### src/rtl/reqdec_pkg.sv
package reqdec_pkg;

    localparam int QW_W   = 33;   // qword address bits 35:3
    localparam int TYPE_W = 5;
    localparam int SIZE_W = 2;
    localparam int LOW_QW = 29;   // qword bits covering a 32-bit byte address

    typedef logic [QW_W-1:0]   qword_t;
    typedef logic [TYPE_W-1:0] rtype_t;

    typedef enum logic [SIZE_W-1:0] {
        SZ_BELOW_4G  = 2'b00,
        SZ_BELOW_64G = 2'b01,
        SZ_RSV_A     = 2'b10,
        SZ_RSV_B     = 2'b11
    } size_e;

    typedef struct packed {
        qword_t addr;
        rtype_t rtype;
        size_e  size;
    } req_pkt_t;

    localparam rtype_t RT_MEM_RD = 5'b01000;
    localparam rtype_t RT_MEM_WR = 5'b01001;

    function automatic logic is_mem_type(rtype_t t);
        return (t == RT_MEM_RD) || (t == RT_MEM_WR);
    endfunction

    function automatic logic size_allowed(size_e s, int agent_w);
        if (agent_w == 32)
            return s == SZ_BELOW_4G;
        else
            return (s == SZ_BELOW_4G) || (s == SZ_BELOW_64G);
    endfunction

endpackage

### src/rtl/reqdec_capture.sv
module reqdec_capture
    import reqdec_pkg::*;
(
    input  logic                clk,
    input  logic                rst,
    input  logic                ads_n,
    input  logic [QW_W-1:0]     addr_n,
    input  logic [TYPE_W-1:0]   reqtype_n,
    input  logic [SIZE_W-1:0]   size_n,
    output logic                strobe,
    output req_pkt_t            req_now,
    output req_pkt_t            req_cap
);

    // single point of polarity inversion
    always_comb begin
        strobe        = ~ads_n;
        req_now.addr  = ~addr_n;
        req_now.rtype = ~reqtype_n;
        req_now.size  = size_e'(~size_n);
    end

    always_ff @(posedge clk) begin
        if (rst) begin
            req_cap <= '0;
        end else if (strobe) begin
            req_cap <= req_now;
        end
    end

endmodule

### src/rtl/reqdec_qualify.sv
module reqdec_qualify
    import reqdec_pkg::*;
#(
    parameter int AGENT_W = 32
)(
    input  req_pkt_t req,
    output logic     sel_ok,
    output qword_t   eff_addr
);

    always_comb begin
        sel_ok = is_mem_type(req.rtype) && size_allowed(req.size, AGENT_W);
        if (req.size == SZ_BELOW_4G)
            eff_addr = {{(QW_W-LOW_QW){1'b0}}, req.addr[LOW_QW-1:0]};
        else
            eff_addr = req.addr;
    end

endmodule

### src/rtl/reqdec_window.sv
module reqdec_window
    import reqdec_pkg::*;
#(
    parameter int     AGENT_W  = 32,
    parameter qword_t QW_BASE  = '0,
    parameter qword_t QW_LIMIT = '1
)(
    input  qword_t eff_addr,
    output logic   in_win
);

    localparam int CMP_W = AGENT_W - 3;
    localparam logic [CMP_W-1:0] BASE_C  = QW_BASE[CMP_W-1:0];
    localparam logic [CMP_W-1:0] LIMIT_C = QW_LIMIT[CMP_W-1:0];

    logic [CMP_W-1:0] low_part;
    logic             upper_clear;
    logic             ge_base;
    logic             le_limit;

    assign low_part = eff_addr[CMP_W-1:0];

    generate
        if (CMP_W < QW_W) begin : g_narrow
            assign upper_clear = (eff_addr[QW_W-1:CMP_W] == '0);
        end else begin : g_full
            assign upper_clear = 1'b1;
        end
    endgenerate

    assign ge_base  = (low_part >= BASE_C);
    assign le_limit = (low_part <= LIMIT_C);
    assign in_win   = upper_clear && ge_base && le_limit;

endmodule

### src/rtl/reqdec_top.sv
module reqdec_top
    import reqdec_pkg::*;
#(
    parameter int     AGENT_W  = 32,
    parameter qword_t QW_BASE  = 33'h0200_0000,
    parameter qword_t QW_LIMIT = 33'h03FF_FFFF
)(
    input  logic              clk,
    input  logic              rst,
    input  logic              ads_n,
    input  logic [QW_W-1:0]   addr_n,
    input  logic [TYPE_W-1:0] reqtype_n,
    input  logic [SIZE_W-1:0] size_n,
    output logic              hit,
    output logic [QW_W-1:0]   cap_addr,
    output logic [TYPE_W-1:0] cap_type,
    output logic [SIZE_W-1:0] cap_size
);

    logic     strobe;
    req_pkt_t req_now;
    req_pkt_t req_cap;
    logic     sel_ok;
    qword_t   eff_addr;
    logic     in_win;
    logic     hit_q;

    reqdec_capture u_capture (
        .clk       (clk),
        .rst       (rst),
        .ads_n     (ads_n),
        .addr_n    (addr_n),
        .reqtype_n (reqtype_n),
        .size_n    (size_n),
        .strobe    (strobe),
        .req_now   (req_now),
        .req_cap   (req_cap)
    );

    reqdec_qualify #(.AGENT_W(AGENT_W)) u_qualify (
        .req      (req_now),
        .sel_ok   (sel_ok),
        .eff_addr (eff_addr)
    );

    reqdec_window #(
        .AGENT_W  (AGENT_W),
        .QW_BASE  (QW_BASE),
        .QW_LIMIT (QW_LIMIT)
    ) u_window (
        .eff_addr (eff_addr),
        .in_win   (in_win)
    );

    always_ff @(posedge clk) begin
        if (rst) hit_q <= 1'b0;
        else     hit_q <= strobe && sel_ok && in_win;
    end

    assign hit      = hit_q;
    assign cap_addr = req_cap.addr;
    assign cap_type = req_cap.rtype;
    assign cap_size = req_cap.size;

endmodule

### config.mk
export PLATFORM = sky130hd
export DESIGN_NAME = reqdec_top
export DESIGN_NICKNAME = d
export VERILOG_FILES = /design/src/rtl/reqdec_pkg.sv /design/src/rtl/reqdec_capture.sv /design/src/rtl/reqdec_qualify.sv /design/src/rtl/reqdec_window.sv /design/src/rtl/reqdec_top.sv
export SDC_FILE = /design/constraint.sdc
export NUM_CORES = 1
export LEC_CHECK = 0
export BUFFER_PORTS_ARGS = -buffer_cell sky130_fd_sc_hd__buf_2
export CAP_MARGIN = 0
export CORE_ASPECT_RATIO = 0.7
export CORE_MARGIN = 4
export CORE_UTILIZATION = 47
export DETAILED_ROUTE_END_ITERATION = 10
export GPL_ROUTABILITY_DRIVEN = 1
export HOLD_SLACK_MARGIN = 0.02
export PLACE_DENSITY = 0.83
export SYNTH_ARGS = -nofsm -noshare
export SYNTH_HDL_FRONTEND = slang
export SYNTH_SLANG_ARGS = --single-unit
### constraint.sdc
create_clock -name clk -period 1.25 [get_ports clk]
set_clock_uncertainty 0.15 [all_clocks]
set_input_delay 0.0625 -clock clk [delete_from_list [all_inputs] [get_ports clk]]
set_output_delay 0.0625 -clock clk [all_outputs]
set_load 0.01 [all_outputs]
==> flow_summary.json <==
{
  "slew_headroom_pct": 82.3,
  "clkTransAtPathRegs_ns": 0.07,
  "fp.dieW_um": 77.0,
  "async_flop_share_pct": 0,
  "yosysMostFrequentCell": "dfxtp_1",
  "synth_common_cells": "dfxtp_1, nand2_1, a21oi_1",
  "cp_max_fo": 17,
  "dp_hpwl_um": 2420,
  "avgSynthCellArea_um2": 8.81,
  "gp_congestion": 0.704,
  "slew_violations": 0,
  "rsz0062_at_grt": "false",
  "status": "finished clean",
  "synth_cells": 178,
  "io_buffers": 83,
  "die_h_um": 56.3,
  "synth_top_cell_by_area": "dfxtp_1",
  "grt_remaining_overflow": 0,
  "drive_gt1_share_pct": 32.4,
  "antenna_found_initial": 0,
  "yosysTopAreaCellShare_pct": 52.4,
  "path_class": "input pin to register",
  "synthDistinctLibCells": 16,
  "crit_required_ns": 1.26,
  "setup-tns-final_ns": 0,
  "r2r_slack_ns": 0.46,
  "syn2layout_area_growth_pct": 57.1,
  "insertion_delay_ns": 0.27,
  "cap_viol_max_count": 0,
  "hold_violations": 0,
  "leakage_nw": 1.10,
  "synth_ff_type": "dfxtp_1",
  "rows": 17,
  "finalCritPeriodShare_pct": 92.5,
  "final_cells": 337,
  "power_density_nw_per_um2": 1090,
  "vias": 1547,
  "final_antenna_net_count": 0,
  "cts-resized-gates": 0,
  "nNetsFinal": 342,
  "start_util_pct": 49.5,
  "htree_levels": 2,
  "min_period_ns": 1.16,
  "tritoncts": "built",
  "io_pins": 84,
  "synth_edf_count": 0,
  "grt_pass1_wl_um": 6880,
  "via_per_inst": 4.59,
  "crit_path_start_kind": "input pin",
  "grt_pass1_vias": 1536,
  "dieArea_um2": 4340,
  "synthesis.area_um2": 1570,
  "synth.area.top_cells": "dfxtp_1, a21oi_1, or2_0",
  "cts-root-buf": "clkbuf_8",
  "syn_nets": 221,
  "antenna_cells": 0,
  "wl_per_cell_um": 12.5,
  "tightest_slew_ns": 0.265,
  "dr.pass1.iters": 4,
  "drt-total-wl_um": 4230,
  "hold_path_class": "input pin to register",
  "yosys_warnings": 0,
  "cts.sinks": 41,
  "cts_max_path_buffers": 2,
  "fmax_ghz": 0.865,
  "core-area_um2": 3170,
  "critPathArrivalTime_ns": 1.17,
  "drc": 0,
  "ir_drop_mv": 0.666,
  "worstSetupEndpointType": "register",
  "numCtsBuffers": 5,
  "drt_iter0_markers": 98,
  "grt_max_degree": 82,
  "seq_area_frac_synth_pct": 52.4,
  "setup_viol": 0,
  "dp.cells": 289,
  "grt.total_usage_pct": 20.0,
  "ys_ff_latch": 41
}
-- worst max-delay path, cell delays in order --
cell and delay (ns):
dlygate4sd3_1 0.53, buf_2 0.22, buf_4 0.27, a21oi_1 0.08
-- kinds of logic after synthesis --
| family | count (synthesis) | share of synthesized area, % |
|---|---|---|
| flops | 41 | 52.4 |
| buf+inv | 13 | 6.30 |
| compound gates | 39 | 13.2 |
| simple gates | 85 | 28.2 |
-- metal layers --
metal | vias to the layer above | track usage, % | wire, um
met4 | 0 | 4.31 | 29
met1 | 671 | 21.7 | 1850
met5 | - | 0 | 0
met2 | 61 | 36.4 | 2020
met3 | 4 | 8.33 | 333
li1 | 811 | - | -
-- through the flow --
stage	util, %	total power, W	hold slack [ns]	setup WS, ns	area, um^2
after floorplan	-	0.00163	0.0600	0.397	1570
after global placement	62.1	0.00177	0.172	0.223	1970
after detailed placement	62.1	0.00178	0.176	0.197	1970
after CTS	77.7	0.00270	0.123	0.102	2460
after global routing	77.7	0.00284	0.132	0.0664	2460
final	77.7	0.00270	0.126	0.0943	2460
-- worst paths after layout --
check                                      startpoint                     to  depth (start not counted)
worst max register to register  u_capture.req_cap[27]  u_capture.req_cap[27]                          2
worst min-delay path                            ads_n  u_capture.req_cap[29]                          4
worst max-delay path                              rst  u_capture.req_cap[27]                          4
worst min register to register   u_capture.req_cap[2]   u_capture.req_cap[2]                          2
-- registers in the layout (all words and copies together), names as in the netlist --
name / count
u_capture.req_cap: 40
hit: 1
-- timing repair --
item | 4_1_cts | 5_1_grt
buffers inserted | 0 | 0
hold buffers | 41 | 0
endpoints found under the hold margin | 41 | 0
-- layout make-up --
| cell class | instances | area, um^2 |
|---|---|---|
| Tap cell | 38 | 47.5 |
| Sequential cell | 41 | 821 |
| Multi-Input combinational cell | 124 | 648 |
| Clock buffer | 7 | 86.3 |
| Timing Repair Buffer | 127 | 861 |
| Fill cell | 230 | 706 |
-- layout by cell type (no fill, tap or decap) --
cell type      count
a21oi_1           36
a21oi_2            3
buf_12             1
buf_2             83
buf_4              2
clkbuf_1           1
clkbuf_8           6
dfxtp_1           41
dlygate4sd3_1     41
nand2_1           39
nand4b_1           2
nand4bb_1          1
nor2b_1            2
nor3_1             2
or2_0             27
or2_1             10
or2_2              2
-- report_power, final --
part,total [W],leakage (nW),internal (W),switching (W)
logic,0.000443,0.722,0.000248,0.000195
clock network,0.000839,0.0443,0.000438,0.000402
registers,0.00141,0.338,0.00138,0.0000362
total,0.00270,1.10,0.00206,0.000633
Note: power is estimated with default switching activity, not from simulation.
